File: src/rtl/plru_pkg.sv
package plru_pkg;

  // 4-way tree: bit0 root, bit1 pair {0,1}, bit2 pair {2,3}; 1 = lower side more recent
  function automatic logic [1:0] tree4_pick(input logic [2:0] t);
    if (t[0]) return t[2] ? 2'd3 : 2'd2;
    else      return t[1] ? 2'd1 : 2'd0;
  endfunction

  function automatic logic [2:0] tree4_touch(input logic [2:0] t, input logic [1:0] w);
    logic [2:0] n;
    n    = t;
    n[0] = ~w[1];
    if (!w[1]) n[1] = ~w[0];
    else       n[2] = ~w[0];
    return n;
  endfunction

  // 2-way: single bit, 1 = way 0 more recent
  function automatic logic tree2_pick(input logic t);
    return t;
  endfunction

  function automatic logic tree2_touch(input logic w);
    return ~w;
  endfunction

endpackage

File: src/rtl/plru_state_array.sv
module plru_state_array #(
  parameter int NUM_SETS = 64,
  parameter int SW       = 3,
  localparam int SIW     = $clog2(NUM_SETS)
) (
  input  logic           clk,
  input  logic           rst,
  input  logic [SIW-1:0] idx,
  input  logic           we,
  input  logic [SW-1:0]  wdata,
  output logic [SW-1:0]  rdata
);
  logic [SW-1:0] mem [NUM_SETS];

  always_ff @(posedge clk) begin
    if (rst) begin
      for (int i = 0; i < NUM_SETS; i++) mem[i] <= '0;
    end else if (we) begin
      mem[idx] <= wdata;
    end
  end

  assign rdata = mem[idx];
endmodule

File: src/rtl/plru_next_state.sv
module plru_next_state #(
  parameter int WAYS  = 4,
  localparam int SW   = WAYS - 1,
  localparam int WW   = $clog2(WAYS)
) (
  input  logic [SW-1:0] cur,
  input  logic [WW-1:0] way,
  output logic [SW-1:0] nxt
);
  import plru_pkg::*;
  generate
    if (WAYS == 4) begin : g_four
      assign nxt = tree4_touch(cur, way);
    end else begin : g_two
      logic unused_cur;
      assign unused_cur = cur[0];
      assign nxt = tree2_touch(way[0]);
    end
  endgenerate
endmodule

File: src/rtl/plru_victim_pick.sv
module plru_victim_pick #(
  parameter int WAYS  = 4,
  localparam int SW   = WAYS - 1,
  localparam int WW   = $clog2(WAYS)
) (
  input  logic [SW-1:0] cur,
  output logic [WW-1:0] victim
);
  import plru_pkg::*;
  generate
    if (WAYS == 4) begin : g_four
      assign victim = tree4_pick(cur);
    end else begin : g_two
      assign victim = tree2_pick(cur[0]);
    end
  endgenerate
endmodule

File: src/rtl/plru_victim_sel.sv
module plru_victim_sel #(
  parameter int NUM_SETS = 64,
  parameter int WAYS     = 4,
  localparam int SIW     = $clog2(NUM_SETS),
  localparam int WW      = $clog2(WAYS),
  localparam int SW      = WAYS - 1
) (
  input  logic           clk,
  input  logic           rst,
  input  logic [SIW-1:0] set_idx,
  input  logic           acc_valid,
  input  logic [WW-1:0]  acc_way,
  input  logic           rep_req,
  output logic [WW-1:0]  victim_way,
  output logic           victim_valid
);
  logic [SW-1:0] tree_cur;
  logic [SW-1:0] tree_nxt;
  logic [WW-1:0] pick;

  plru_state_array #(.NUM_SETS(NUM_SETS), .SW(SW)) u_state (
    .clk   (clk),
    .rst   (rst),
    .idx   (set_idx),
    .we    (acc_valid),
    .wdata (tree_nxt),
    .rdata (tree_cur)
  );

  plru_next_state #(.WAYS(WAYS)) u_next (
    .cur (tree_cur),
    .way (acc_way),
    .nxt (tree_nxt)
  );

  plru_victim_pick #(.WAYS(WAYS)) u_pick (
    .cur    (tree_cur),
    .victim (pick)
  );

  // Victim taken from pre-update state, registered output
  always_ff @(posedge clk) begin
    if (rst) begin
      victim_valid <= 1'b0;
      victim_way   <= '0;
    end else begin
      victim_valid <= rep_req;
      if (rep_req) victim_way <= pick;
    end
  end

  a_r2_valid_follows_req: assert property (@(posedge clk) disable iff (rst)
    rep_req |=> victim_valid);

  a_r2_valid_only_after_req: assert property (@(posedge clk) disable iff (rst)
    !rep_req |=> !victim_valid);

  a_r1_idle_after_reset: assert property (@(posedge clk)
    $past(rst) |-> !victim_valid);

  a_r5_recent_way_spared: assert property (@(posedge clk) disable iff (rst)
    (rep_req && $past(acc_valid) && !$past(rst) && set_idx == $past(set_idx))
      |=> victim_way != $past(acc_way, 2));
endmodule

File: config.mk
export PLATFORM = sky130hd
export DESIGN_NAME = plru_victim_sel
export DESIGN_NICKNAME = d
export VERILOG_FILES = /design/src/rtl/plru_pkg.sv /design/src/rtl/plru_state_array.sv /design/src/rtl/plru_next_state.sv /design/src/rtl/plru_victim_pick.sv /design/src/rtl/plru_victim_sel.sv
export SDC_FILE = /design/constraint.sdc
export NUM_CORES = 1
export LEC_CHECK = 0
export ABC_AREA = 1
export CAP_MARGIN = 30
export CORE_MARGIN = 2
export CORE_UTILIZATION = 30
export DETAILED_ROUTE_END_ITERATION = 10
export SYNTH_ARGS = -nofsm -noshare
export SYNTH_HDL_FRONTEND = slang
export SYNTH_SLANG_ARGS = --single-unit
File: constraint.sdc
create_clock -name clk -period 3.6 [get_ports clk]
set_input_delay 0.72 -clock clk [delete_from_list [all_inputs] [get_ports clk]]
set_output_delay 0.72 -clock clk [all_outputs]
set_load 0.005 [all_outputs]
==> results.toml <==
[outcome]
status = "finished clean"

[min_path]
classification_of_the_worst_slack_hold_path = "reg -> reg"

[detailed_routing]
drt-initial-drc-count = 662
drc = 0
drt_pass1_iterations = 5
avgRoutedWirePerCell_microns = 16.0
detail-route-antenna-nets = 0
dr_total_vias = 7474
via_per_inst = 4.78
totalWireLength_mm = 24.9

[critical_path]
timing.critical_path.slowest_cell_delay_ns = 0.60
worst_setup_path_end_kind = "register"
path_cells = "clkdlybuf4s50_1 > buf_4 > nor2_1 > o211ai_1 > nand2_1 > nor2_1 > nor2_1 > nor2_1 > nand2_1 > nor2_1 > nand2_1 > o21ai_4 > buf_4 > nor2_1"
crit_path_top_delay_cell = "clkdlybuf4s50_1"
startpoint_class = "input port"
startpoint_of_the_worst_slack_reg_to_reg_timing_path = "u_state.mem[46][1]"
critPathKind = "in -> reg"
worstReg2RegEnd = "u_state.mem[41][1]"
data_arrival_time_of_the_worst_path_ns = 3.02
setup.worst_path.end = "u_state.mem[41][1]"
worst-endpoint-required_ns = 3.78
critical_path.most_common_cell = "nor2_1"
timing.reg2reg.worst_path_depth = 11
critical_path.startpoint = "set_idx[2]"
reg2reg_setup_slack_ns = 1.31
critical_path_peak_fanout = 30

[final_layout]
area_delta_synth_final_pct = 13.2
mostFrequentLayoutCells = "nand2_1, nor2_1, edfxtp_1"
post_route_cells_drive_above_1_share = 0.0724
num_antenna_cells = 0
finish.net_count = 1159
final_common_cell = "nand2_1"

[clock_tree]
cts-buffers-inserted = 17
cts_sinks = 195
hold_buffers = 0
tritoncts = "built"
cts_setup_buffers = 0
cts.repair.resized = 0
htreeDepth = 4
clock-root-buffer = "clkbuf_16"
worstSkewPairLatency_ns = 0.44
max-clock-path-buffers = 2
worst_setup_hold_path_clk_slew_ns = 0.07

[grt]
antenna_found_initial = 0
grt_max_degree = 66
globalRouteTotalUtil = 0.154
first_pass_grt_wire_length_mm = 39.8
first_global_vias = 7237
grt_remaining_overflow = 0

[synth]
synth.yosys.seq_area_share = 0.603
synth.distinct_cells = 25
synthCells = 1142
synth-seq-cells = 195
syn_avg_cell_area_sq_um = 8.45
synth-warning-count = 0
synthesis.nets = 1154
mapped_area_sq_um = 9660

[die]
floorplan.initialDensity = 0.305
fp.dieH_microns = 183
core.rowCount = 65
placeableCoreArea_sq_um = 31600
chipWidth_microns = 183
area_of_the_die_sq_um = 33600
design.portCount = 15

[pwr]
power.leakage_nw = 4.64
power.ir.vdd_worst_mv = 0.357
pwr_per_cell_area_nw_per_um2 = 466

[timing]
clock_skew_ns = 0.00825
final.hold.worst_slack_ns = 0.501
max_clock_freq_ghz = 0.352
final.setup.tns_ns = 0
setup_viol = 0
timing.slew.headroom = 0.441
period_minus_ws_final_ns = 2.84
count_of_endpoints_failing_hold_in_the_final_timing_report = 0
worst-slew-pin-transition_ns = 0.839
postLayoutSetupSlackWorst_ns = 0.759
final_count_of_pins_violating_max_slew = 0
layout_worst_path_cycle_share = 0.789
rsz0062_at_grt = "false"

[place]
place_worst_setup_slack_ns = 0.338
port_buffers = 14
place_congestion = 0.846
post-dp-hpwl_mm = 16.1

[flow_run]
cap_viol_max_count = 0
Yosys cell counts, drive strengths merged:
library cell  instances  area share
a21oi                 6      0.0031
or2                   7      0.0045
nor4                  4      0.0073
nand3                 7      0.0036
buf                  43       0.028
o21ai                21       0.012
inv                  16      0.0062
nand4                 1     0.00065
nand2               571        0.22
edfxtp              192        0.60
dfxtp                 3      0.0062
o211ai                8      0.0062
nor3                  4      0.0021
nor2                232       0.090
clkbuf               27       0.010
critical path: cells and delay by family:
family	cells	cell delay, ns
and+or+nand+nor	9	0.87
AOI/OAI and AO/OA	2	0.24
buffers and inverters	3	1.15
stage by stage:
stage          utilization  total power, mW  instances  area, sq um
4_1_cts              0.346             5.11       1562        10900
3_3_place_gp         0.326             3.14       1530        10300
3_5_place_dp         0.326             3.15       1530        10300
6_report             0.346             5.09       1562        10900
5_1_grt              0.346             5.26       1562        10900
2_1_floorplan            -             2.97       1142         9660
power by group:
part	internal [mW]	switching, mW	total [mW]
registers	2.58	0.0269	2.60
logic	0.140	0.355	0.494
clock network	1.10	0.887	1.99
final cells by class:
| type | count | area [sq um] |
|---|---|---|
| inverter | 16 | 60.1 |
| sequential | 195 | 5830 |
| multi-input combinational | 861 | 3410 |
| clock inverter | 14 | 176 |
| tap | 402 | 503 |
| clock buffer | 18 | 429 |
| fill | 3246 | 20700 |
| timing repair buffer | 56 | 531 |
how the worst min path moves through the flow:
stage	start	end	slack [ns]	depth (start not counted)
2_1_floorplan	victim_way[1]	victim_way[1]	0.49	2
3_3_place_gp	victim_way[1]	victim_way[1]	0.49	2
3_5_place_dp	victim_way[1]	victim_way[1]	0.49	2
4_1_cts	victim_way[1]	victim_way[1]	0.51	2
5_1_grt	victim_way[1]	victim_way[1]	0.56	2
6_report	victim_way[1]	victim_way[1]	0.50	2
kinds of logic (layout without fill, tap and decap cells):
group,count (synthesis),count (layout),share of synthesized area
AOI/OAI and AO/OA,35,35,0.0218
buffers and inverters,86,104,0.0446
DFF,195,195,0.603
and+or+nand+nor,826,826,0.330
sequential cells by signal, indices dropped and copies added, names as in the netlist:
name	count
victim_way	2
u_state.mem	192
victim_valid	1
metal layers:
metal | vias to the layer above | wire [microns] | track usage | part of all wire
met5 | - | 0 | 0 | 0
met3 | 50 | 1440 | 0.0246 | 0.058
li1 | 3649 | - | - | -
met1 | 3555 | 10800 | 0.202 | 0.43
met2 | 220 | 12000 | 0.254 | 0.48
met4 | 0 | 721 | 0.0598 | 0.029
Note: power is estimated with default switching activity, not from simulation.
